### config.mk
export PLATFORM = sky130hd
export DESIGN_NAME = brs_seq_top
export DESIGN_NICKNAME = d
export VERILOG_FILES = /design/src/rtl/brs_pkg.sv /design/src/rtl/brs_wait_cnt.sv /design/src/rtl/brs_wr_seq.sv /design/src/rtl/brs_seq_top.sv
export SDC_FILE = /design/constraint.sdc
export NUM_CORES = 1
export LEC_CHECK = 0
export CAP_MARGIN = 20
export CORE_ASPECT_RATIO = 0.6
export CORE_MARGIN = 2
export CORE_UTILIZATION = 40
export CTS_CLUSTER_SIZE = 40
export DETAILED_ROUTE_END_ITERATION = 8
export PLACE_DENSITY = 0.8
export SYNTH_ARGS = -nofsm -noshare
export SYNTH_HDL_FRONTEND = slang
export SYNTH_SLANG_ARGS = --single-unit
### constraint.sdc
create_clock -name clk -period 4.83 [get_ports clk]
set_input_delay 1.449 -clock clk [delete_from_list [all_inputs] [get_ports clk]]
set_output_delay 1.449 -clock clk [all_outputs]
set_load 0.01 [all_outputs]
### src/rtl/brs_pkg.sv
package brs_pkg;

    typedef enum logic [3:0] {
        S_OFF,
        S_ASSERT,
        S_PWR_WAIT,
        S_REL_CTRL,
        S_REL_SLOT,
        S_AUX_ON,
        S_HOLD_ON,
        S_PWRUP,
        S_SEL_WAIT,
        S_WR_ISSUE,
        S_WR_GAP,
        S_AUX_OFF,
        S_HOLD_CLR,
        S_AUX_REON,
        S_DEVTYPE,
        S_UP
    } brs_state_e;

    // PHY receive override value: CDR tracking (0), LOS threshold (5),
    // termination enable (9), AC termination (10), PHY enable (11)
    localparam logic [15:0] BRS_PHY_CFG = 16'((1 << 0) | (1 << 5) | (1 << 9) | (1 << 10) | (1 << 11));

    localparam logic [15:0] BRS_LANE_BASE   = 16'h1008;
    localparam logic [15:0] BRS_LANE_STRIDE = 16'h0100;

endpackage

### src/rtl/brs_wait_cnt.sv
module brs_wait_cnt #(
    parameter int LIMIT = 10,
    localparam int CNT_W = (LIMIT < 1) ? 1 : $clog2(LIMIT + 1)
) (
    input  logic clk,
    input  logic rst_n,
    input  logic clr,
    input  logic inc,
    output logic reached
);

    logic [CNT_W-1:0] cnt;

    assign reached = (cnt >= CNT_W'(LIMIT));

    always_ff @(posedge clk or negedge rst_n) begin
        if (!rst_n) begin
            cnt <= '0;
        end else if (clr) begin
            cnt <= '0;
        end else if (inc && !reached) begin
            cnt <= cnt + 1'b1;
        end
    end

endmodule

### src/rtl/brs_wr_seq.sv
module brs_wr_seq #(
    parameter int N_PHY  = 2,
    parameter int N_LANE = 4,
    parameter int ADDR_W = 16,
    parameter int PHY_W  = 1,
    parameter logic [ADDR_W-1:0] BASE   = ADDR_W'(16'h1008),
    parameter logic [ADDR_W-1:0] STRIDE = ADDR_W'(16'h0100),
    localparam int N_WR   = N_PHY * N_LANE,
    localparam int IDX_W  = (N_WR > 1) ? $clog2(N_WR) : 1,
    localparam int LANE_W = (N_LANE > 1) ? $clog2(N_LANE) : 1
) (
    input  logic              clk,
    input  logic              rst_n,
    input  logic              clr,
    input  logic              adv,
    output logic [PHY_W-1:0]  phy_o,
    output logic [ADDR_W-1:0] addr_o,
    output logic              last_o
);

    logic [IDX_W-1:0]  idx;
    logic [LANE_W-1:0] lane;

    always_ff @(posedge clk or negedge rst_n) begin
        if (!rst_n) begin
            idx <= '0;
        end else if (clr) begin
            idx <= '0;
        end else if (adv && !last_o) begin
            idx <= idx + 1'b1;
        end
    end

    assign last_o = (idx == IDX_W'(N_WR - 1));

    generate
        if (N_LANE > 1 && (1 << LANE_W) == N_LANE && IDX_W > LANE_W) begin : g_pow2
            assign lane  = idx[LANE_W-1:0];
            assign phy_o = PHY_W'(idx >> LANE_W);
        end else begin : g_div
            assign lane  = LANE_W'(idx % IDX_W'(N_LANE));
            assign phy_o = PHY_W'(idx / IDX_W'(N_LANE));
        end
    endgenerate

    assign addr_o = BASE + ADDR_W'(lane) * STRIDE;

endmodule

### src/rtl/brs_seq_top.sv
module brs_seq_top
    import brs_pkg::*;
#(
    parameter int N_PHY      = 2,
    parameter int N_LANE     = 4,
    parameter int PERST_MS   = 100,
    parameter int SEL_WAIT   = 10,
    parameter int ADDR_W     = 16,
    parameter int DATA_W     = 16,
    parameter int DEVTYPE_W  = 4,
    parameter int DEVTYPE_RC = 4,
    localparam int PHY_W = (N_PHY > 1) ? $clog2(N_PHY) : 1
) (
    input  logic                 clk,
    input  logic                 rst_n,
    input  logic                 start_i,
    input  logic                 shutdown_i,
    input  logic                 ms_tick_i,
    input  logic                 wr_done_i,
    input  logic                 wr_timeout_i,
    output logic                 ctrl_rst_n_o,
    output logic                 slot_rst_n_o,
    output logic                 slot_pwr_en_o,
    output logic                 aux_clk_en_o,
    output logic                 hold_phy_rst_o,
    output logic                 pwrup_rst_n_o,
    output logic [N_PHY-1:0]     phy_sel_o,
    output logic [DEVTYPE_W-1:0] dev_type_o,
    output logic                 wr_req_o,
    output logic [PHY_W-1:0]     wr_phy_o,
    output logic [ADDR_W-1:0]    wr_addr_o,
    output logic [DATA_W-1:0]    wr_data_o,
    output logic                 seq_done_o,
    output logic                 warn_o
);

    brs_state_e st, nxt;
    logic       ms_reached, sel_reached, wr_last, rsp;

    assign rsp = wr_done_i | wr_timeout_i;

    brs_wait_cnt #(.LIMIT(PERST_MS)) u_ms_wait (
        .clk     (clk),
        .rst_n   (rst_n),
        .clr     (st != S_PWR_WAIT),
        .inc     (ms_tick_i),
        .reached (ms_reached)
    );

    brs_wait_cnt #(.LIMIT(SEL_WAIT)) u_sel_wait (
        .clk     (clk),
        .rst_n   (rst_n),
        .clr     (st != S_SEL_WAIT),
        .inc     (1'b1),
        .reached (sel_reached)
    );

    brs_wr_seq #(
        .N_PHY  (N_PHY),
        .N_LANE (N_LANE),
        .ADDR_W (ADDR_W),
        .PHY_W  (PHY_W),
        .BASE   (ADDR_W'(BRS_LANE_BASE)),
        .STRIDE (ADDR_W'(BRS_LANE_STRIDE))
    ) u_wr_seq (
        .clk    (clk),
        .rst_n  (rst_n),
        .clr    ((st != S_WR_ISSUE) && (st != S_WR_GAP)),
        .adv    ((st == S_WR_ISSUE) && rsp),
        .phy_o  (wr_phy_o),
        .addr_o (wr_addr_o),
        .last_o (wr_last)
    );

    // state register
    always_ff @(posedge clk or negedge rst_n) begin
        if (!rst_n) begin
            st <= S_OFF;
        end else begin
            st <= nxt;
        end
    end

    // sticky timeout flag
    always_ff @(posedge clk or negedge rst_n) begin
        if (!rst_n) begin
            warn_o <= 1'b0;
        end else if (start_i && !shutdown_i) begin
            warn_o <= 1'b0;
        end else if ((st == S_WR_ISSUE) && wr_timeout_i) begin
            warn_o <= 1'b1;
        end
    end

    // next state
    always_comb begin
        nxt = st;
        if (shutdown_i) begin
            nxt = S_OFF;
        end else if (start_i) begin
            nxt = S_ASSERT;
        end else begin
            unique case (st)
                S_OFF:      nxt = S_OFF;
                S_ASSERT:   nxt = S_PWR_WAIT;
                S_PWR_WAIT: if (ms_reached) nxt = S_REL_CTRL;
                S_REL_CTRL: nxt = S_REL_SLOT;
                S_REL_SLOT: nxt = S_AUX_ON;
                S_AUX_ON:   nxt = S_HOLD_ON;
                S_HOLD_ON:  nxt = S_PWRUP;
                S_PWRUP:    nxt = S_SEL_WAIT;
                S_SEL_WAIT: if (sel_reached) nxt = S_WR_ISSUE;
                S_WR_ISSUE: if (rsp) nxt = wr_last ? S_AUX_OFF : S_WR_GAP;
                S_WR_GAP:   nxt = S_WR_ISSUE;
                S_AUX_OFF:  nxt = S_HOLD_CLR;
                S_HOLD_CLR: nxt = S_AUX_REON;
                S_AUX_REON: nxt = S_DEVTYPE;
                S_DEVTYPE:  nxt = S_UP;
                S_UP:       nxt = S_UP;
                default:    nxt = S_OFF;
            endcase
        end
    end

    // outputs decoded from state
    always_comb begin
        ctrl_rst_n_o   = 1'b0;
        slot_rst_n_o   = 1'b0;
        slot_pwr_en_o  = 1'b0;
        aux_clk_en_o   = 1'b0;
        hold_phy_rst_o = 1'b0;
        pwrup_rst_n_o  = 1'b0;
        phy_sel_o      = '0;
        dev_type_o     = '0;
        wr_req_o       = 1'b0;
        seq_done_o     = 1'b0;
        unique case (st)
            S_OFF, S_ASSERT: begin
            end
            S_PWR_WAIT: begin
                slot_pwr_en_o = 1'b1;
            end
            S_REL_CTRL: begin
                slot_pwr_en_o = 1'b1;
                ctrl_rst_n_o  = 1'b1;
            end
            S_REL_SLOT: begin
                slot_pwr_en_o = 1'b1;
                ctrl_rst_n_o  = 1'b1;
                slot_rst_n_o  = 1'b1;
            end
            S_AUX_ON: begin
                slot_pwr_en_o = 1'b1;
                ctrl_rst_n_o  = 1'b1;
                slot_rst_n_o  = 1'b1;
                aux_clk_en_o  = 1'b1;
            end
            S_HOLD_ON: begin
                slot_pwr_en_o  = 1'b1;
                ctrl_rst_n_o   = 1'b1;
                slot_rst_n_o   = 1'b1;
                aux_clk_en_o   = 1'b1;
                hold_phy_rst_o = 1'b1;
            end
            S_PWRUP: begin
                slot_pwr_en_o  = 1'b1;
                ctrl_rst_n_o   = 1'b1;
                slot_rst_n_o   = 1'b1;
                aux_clk_en_o   = 1'b1;
                hold_phy_rst_o = 1'b1;
                pwrup_rst_n_o  = 1'b1;
            end
            S_SEL_WAIT, S_WR_GAP: begin
                slot_pwr_en_o  = 1'b1;
                ctrl_rst_n_o   = 1'b1;
                slot_rst_n_o   = 1'b1;
                aux_clk_en_o   = 1'b1;
                hold_phy_rst_o = 1'b1;
                pwrup_rst_n_o  = 1'b1;
                phy_sel_o      = '1;
            end
            S_WR_ISSUE: begin
                slot_pwr_en_o  = 1'b1;
                ctrl_rst_n_o   = 1'b1;
                slot_rst_n_o   = 1'b1;
                aux_clk_en_o   = 1'b1;
                hold_phy_rst_o = 1'b1;
                pwrup_rst_n_o  = 1'b1;
                phy_sel_o      = '1;
                wr_req_o       = 1'b1;
            end
            S_AUX_OFF: begin
                slot_pwr_en_o  = 1'b1;
                ctrl_rst_n_o   = 1'b1;
                slot_rst_n_o   = 1'b1;
                hold_phy_rst_o = 1'b1;
                pwrup_rst_n_o  = 1'b1;
                phy_sel_o      = '1;
            end
            S_HOLD_CLR: begin
                slot_pwr_en_o = 1'b1;
                ctrl_rst_n_o  = 1'b1;
                slot_rst_n_o  = 1'b1;
                pwrup_rst_n_o = 1'b1;
                phy_sel_o     = '1;
            end
            S_AUX_REON: begin
                slot_pwr_en_o = 1'b1;
                ctrl_rst_n_o  = 1'b1;
                slot_rst_n_o  = 1'b1;
                aux_clk_en_o  = 1'b1;
                pwrup_rst_n_o = 1'b1;
                phy_sel_o     = '1;
            end
            S_DEVTYPE, S_UP: begin
                slot_pwr_en_o = 1'b1;
                ctrl_rst_n_o  = 1'b1;
                slot_rst_n_o  = 1'b1;
                aux_clk_en_o  = 1'b1;
                pwrup_rst_n_o = 1'b1;
                phy_sel_o     = '1;
                dev_type_o    = DEVTYPE_W'(DEVTYPE_RC);
                seq_done_o    = (st == S_DEVTYPE);
            end
            default: begin
            end
        endcase
    end

    assign wr_data_o = DATA_W'(BRS_PHY_CFG);

endmodule

==> results of run 1 <==
==> cell usage after synthesis, types with 3 or more instances <==
cell type | n | area (µm²)
buf_4 | 34 | 255
dfrtp_1 | 19 | 475
nor2_1 | 14 | 52.6
nand2_1 | 7 | 26.3
ha_1 | 6 | 75.1
inv_1 | 6 | 22.5
a21oi_1 | 5 | 25.0
xor2_1 | 5 | 43.8
nand2b_1 | 4 | 25.0
o21ai_0 | 4 | 20.0
xnor2_1 | 4 | 35.0
and3_1 | 3 | 18.8
nand3_1 | 3 | 15.0
==> cell type report <==
type | count | area (µm²) | area share, %
multi-input cells | 116 | 722 | 47.1
inverters | 6 | 22.5 | 1.47
clock buffers | 4 | 45.0 | 2.94
flip-flops and latches | 19 | 475 | 31.0
repair buffers | 21 | 210 | 13.7
well taps | 45 | 56.3 | 3.68
==> stage by stage <==
step / utilization [%] / hold slack, ns / setup WS (ns) / std cells
2_1_floorplan: - / 0.463 / 2.32 / 181
3_3_place_gp: 45.0 / 0.481 / 1.93 / 207
3_5_place_dp: 45.0 / 0.500 / 1.89 / 207
4_1_cts: 46.4 / 0.513 / 1.61 / 211
5_1_grt: 46.4 / 0.562 / 1.46 / 211
6_report: 46.4 / 0.517 / 1.60 / 211
==> power breakdown <==
group | switching (mW) | total [mW] | internal [mW] | leakage, nW
clock | 0.0510 | 0.110 | 0.0586 | 0.0228
sequential | 0.00246 | 0.163 | 0.160 | 0.264
combinational | 0.0216 | 0.0305 | 0.00894 | 0.436
==> routing by layer <==
layer | routed length (µm) | part of all wire, % | vias to the layer above | track usage (%)
met5 | 0 | 0 | - | 0
met4 | 17 | 0.69 | 0 | 2.54
met3 | 95 | 3.8 | 2 | 3.30
met2 | 1120 | 45 | 23 | 18.5
met1 | 1240 | 50 | 419 | 19.9
li1 | - | - | 462 | -
==> state kept, by name (all words and copies together), names as in the netlist <==
signal and flops:
st 4, u_ms_wait.cnt 7, u_sel_wait.cnt 4, u_wr_seq.idx 3, warn_o 1
==> cells by family after synthesis <==
group | after synthesis | share of synthesized area, %
other | 2 | 0.537
and+or+nand+nor | 46 | 19.2
adders and majority gates | 6 | 5.37
xor gates and xnor gates | 9 | 5.63
DFF | 19 | 34.0
muxes | 2 | 1.43
AOI/OAI and AO/OA | 20 | 11.1
buffers and inverters | 46 | 22.7
==> worst max-delay path, cell delays in order, from the launching register on <==
cell and delay (ns):
dfrtp_1 0.49, nand2b_1 0.28, o21ai_0 0.19, clkdlybuf4s50_1 0.56
==> how the worst max path moves through the flow <==
stage	end	start	slack (ns)	cells past startpoint
CTS	aux_clk_en_o	st[2]	1.61	3
global route	aux_clk_en_o	st[2]	1.46	3
finish	aux_clk_en_o	st[2]	1.60	3
global placement	aux_clk_en_o	st[2]	1.93	3
detailed placement	aux_clk_en_o	st[2]	1.89	3
floorplan	aux_clk_en_o	st[2]	2.32	3
==> summary.txt, run 1 <==
Global routing
  • Antenna violations before repair: 0
  • Gr usage total: 13.0%
  • Pin count of the biggest net entering global routing: 20
  • Number of global-route vias before repair: a little under 900
  • Total grt overflow: 0
  • First-pass GRT wire length: about 4100 µm

Logic synthesis
  • Post-synth ARST share: between 90% and 100%
  • Number of flops mapped to enable cells by yosys: 0
  • Cell count after synthesis: 150
  • Seq/Total Area, Yosys: about a third
  • Post-Synthesis Cell Area: 1400 µm²
  • Synth Flop Type: dfrtp_1
  • Yosys reg bits: 19
  • Syn Area/Cell: ~9.3 µm²
  • Synth warn: 0
  • Cell variety after synth: 41

Final layout
  • Fillers: about 330
  • Ant. Diodes: 0
  • P&R area growth vs syn: 9.48%
  • Most common cell after layout, fill and taps aside: conb_1
  • Layout cell share with drive strength beyond 1: 4.82%
  • Nets: 180
  • Commonest non-fill, non-tap cells in the layout: conb_1 (33), clkdlybuf4s50_1 (21), dfrtp_1 (19)
  • Post-route cell area: about 1500 µm²

STA
  • Slew HR: between 40% and 50%
  • Worst Clk Skew: about 0.0037 ns
  • Setup TNS: 0 ns
  • RSZ-0062 raised after global routing: no
  • Final Hold Viols: 0
  • Achievable frequency: roughly 0.31 GHz
  • Final slew viol count: 0
  • Setup Viol. Count Final: 0
  • Worst-Margin Slew: 0.857 ns
  • Final period utilization: between 60% and 70%
  • Crit path time final: approximately 3.2 ns

Worst setup path
  • Flop2flop setup slack: between 3 and 4 ns
  • Reg2reg end: u_sel_wait.cnt[2]
  • Worst r2r src: u_sel_wait.cnt[0]
  • Crit. End Element: output pin
  • CP startpoint kind: flip-flop
  • Worst r2r path cells: 6
  • CP Class: flip-flop to output pin
  • Worst-path fanout max: 13
  • Worst Path Arrival: ~1.8 ns
  • Critical path required time: 3.38 ns

Clock network
  • CTS Buffer Depth: 2
  • CTS H-tree depth: 1
  • Cts repair resizes: 0
  • Worst-path clk slew: ~0.07 ns
  • Hold-fix buffers at CTS: 0
  • Root Driver: clkbuf_8
  • Setup bufs post-CTS: 0
  • CTS tree: built
  • CTS buffer count: 3
  • Sink Count: 19
  • Worst-skew pair later-pin latency: around 0.25 ns

Run
  • Max-cap violations: 0

Routing
  • Routed vias: roughly 900
  • WL final: 2470 µm
  • Routed Antenna Nets: 0
  • Via density: approximately 4.3
  • Drt first pass iters: 4
  • Iter 0 DRT Violations: 57
  • Routed WL per cell: ~12 µm
  • Residual DRC count: 0

Placement
  • Port bufs: 21
  • Cell Area, Placed: ~1500 µm²
  • RD Place Congestion: 0.786
  • HPWL after DPL: roughly 1900 µm

Worst hold path
  • Hold Path Stages: 2
  • Hold Crit Start: u_sel_wait.cnt[3]
  • HP Class: flip-flop to flip-flop
  • Worst Hold Path EP: u_sel_wait.cnt[3]

Pwr
  • VDD IR-drop max: between 90 and 100 µV
  • Pwr Total: just over 0.3 mW
  • Power per Cell Area: slightly below 200 nW/µm²
  • Lkg Pwr: 0.723 nW

Floorplanning
  • Site Rows: 16
  • Initial Util: 42.3%
  • Core area: around 3300 µm²
  • Die Y: between 40 and 50 µm
  • Die Wd: 80.3 µm
  • Num ports: 55
  • Die Area: roughly 4000 µm²

Outcome
  • Outcome: complete, no violations
(Power assumes the default switching activity.)
==> run 2: changes to the inputs <==
- clock period: 4.83 -> 3.4 ns (I/O delays scaled with it)
==> summary.txt, run 2 (synthesized netlist as in run 1, its figures left out) <==
STA
  • Final slew viol count: 0
  • Worst-Margin Slew: 0.850 ns
  • Achievable frequency: 0.357 GHz
  • Setup Viol. Count Final: 0
  • Final Hold Viols: 0
  • Crit path time final: 2.80 ns
  • Setup TNS: 0 ns
  • Hold_ws: slightly above 0.5 ns
  • Worst Clk Skew: 0.00351 ns
  • Final period utilization: 82.3%
  • RSZ-0062 raised after global routing: no
  • Setup WS post-layout: between 0.6 and 0.7 ns
  • Slew HR: between 40 and 50%

Routing
  • Residual DRC count: 0
  • Drt first pass iters: 4
  • Routed Antenna Nets: 0
  • Routed WL per cell: about 11 µm
  • Routed vias: between 900 and 1000
  • WL final: between 2000 and 2500 µm
  • Iter 0 DRT Violations: 44
  • Via density: approximately 4.4

Floorplanning
  • Die Area: 4000 µm²
  • Site Rows: 16
  • Die Y: 49.8 µm
  • Die Wd: approximately 80 µm
  • Initial Util: between 40% and 50%
  • Num ports: 55
  • Core area: roughly 3300 µm²

Global routing
  • Total grt overflow: 0
  • Number of global-route vias before repair: 789
  • Pin count of the biggest net entering global routing: 20
  • Antenna violations before repair: 0
  • Gr usage total: a little under an eighth
  • First-pass GRT wire length: ~3700 µm

Worst setup path
  • Crit path cell chain: nand2b_1 -> o21ai_0 -> clkdlybuf4s50_1
  • Worst stage delay on the critical path: roughly 0.56 ns
  • Reg2reg end: u_sel_wait.cnt[2]
  • Critical path required time: about 2.4 ns
  • Worst r2r path cells: 6
  • CP startpoint kind: flip-flop
  • CP Class: flip-flop to output pin
  • Worst Path Buf+Inv: 1
  • Setup crit end: aux_clk_en_o
  • Worst setup path startpoint: st[2]
  • Worst-path fanout max: 13
  • Flop2flop setup slack: about 1.7 ns
  • Worst Path Arrival: about 1.8 ns
  • Crit. End Element: output pin
  • Critical path depth: 3
  • CP max stage cell: clkdlybuf4s50_1
  • Worst r2r src: u_sel_wait.cnt[0]
  • CP top delay family: buffers and inverters

Final layout
  • Post-route cell area: ~1500 µm²
  • Biggest registers after layout: u_ms_wait.cnt x7, st x4, u_sel_wait.cnt x4
  • P&R area growth vs syn: 9.48%
  • Max reg flops: 7
  • Commonest non-fill, non-tap cells in the layout: conb_1 (33), clkdlybuf4s50_1 (21), dfrtp_1 (19)
  • Top reg by flops: u_ms_wait.cnt
  • Nets: 180
  • Fillers: approximately 330
  • Most common cell after layout, fill and taps aside: conb_1
  • Layout cell share with drive strength beyond 1: 4.82%
  • Ant. Diodes: 0

Clock network
  • Sink Count: 19
  • Cts repair resizes: 0
  • CTS H-tree depth: 1
  • Setup bufs post-CTS: 0
  • Worst-skew pair later-pin latency: ~0.25 ns
  • CTS tree: built
  • Root Driver: clkbuf_8
  • CTS buffer count: 3
  • CTS Buffer Depth: 2
  • Hold-fix buffers at CTS: 0
  • Worst-path clk slew: around 0.060 ns

Worst hold path
  • HP Class: flip-flop to flip-flop

Placement
  • RD Place Congestion: between 0.7 and 0.8
  • Port bufs: 21
  • Pre-CTS WS: around 0.9 ns
  • Cell Area, Placed: approximately 1500 µm²
  • HPWL after DPL: 1810 µm

Pwr
  • Lkg Pwr: 0.723 nW
  • Power per Cell Area: roughly 280 nW/µm²
  • VDD IR-drop max: around 150 µV

Run
  • Max-cap violations: 0

Outcome
  • Outcome: complete, no violations
==> run 2: cell counts in the layout (fill, tap and decap cells not counted) <==
Identical to the previous run, type by type.
==> run 2: layout make-up <==
class                      instances  area, µm²  share of cell area [%]
sequential                        19        475                    31.0
multi-input combinational        116        722                    47.1
tap                               45       56.3                    3.68
inverter                           6       22.5                    1.47
clock buffer                       4       45.0                    2.94
timing repair buffer              21        210                    13.7
==> run 2: where the power goes <==
part           internal (mW)  total, mW  switching [mW]
sequential             0.228      0.231         0.00363
combinational         0.0127     0.0432          0.0305
clock                 0.0830      0.151          0.0678
==> run 2: how the worst min path moves through the flow <==
stage / from / to / cells past startpoint
CTS: u_sel_wait.cnt[3] / u_sel_wait.cnt[3] / 2
floorplan: u_sel_wait.cnt[3] / u_sel_wait.cnt[3] / 2
global route: u_sel_wait.cnt[3] / u_sel_wait.cnt[3] / 2
detailed placement: u_sel_wait.cnt[3] / u_sel_wait.cnt[3] / 2
global placement: u_sel_wait.cnt[3] / u_sel_wait.cnt[3] / 2
finish: u_sel_wait.cnt[3] / u_sel_wait.cnt[3] / 2
==> run 2: routing by layer <==
metal	track usage [%]	up-vias	part of all wire [%]
met5	0	-	0
met1	19.0	436	51
li1	-	470	-
met2	15.0	22	44
met4	3.39	0	0
met3	3.48	0	4.3
==> run 2: metrics by stage <==
| stage | std cells | util, % | total power [mW] |
|---|---|---|---|
| final | 211 | 46.4 | 0.425 |
| after global routing | 211 | 46.4 | 0.450 |
| after CTS | 211 | 46.4 | 0.434 |
| after detailed placement | 207 | 45.0 | 0.278 |
| after global placement | 207 | 45.0 | 0.278 |
| after floorplan | 181 | - | 0.291 |
==> run 2: worst min-delay path, delay by kind of cell (launching register included) <==
| kind | cells | cell delay, ns |
|---|---|---|
| AOI/OAI and AO/OA | 1 | 0.04 |
| and+or+nand+nor | 1 | 0.07 |
| DFF | 1 | 0.35 |
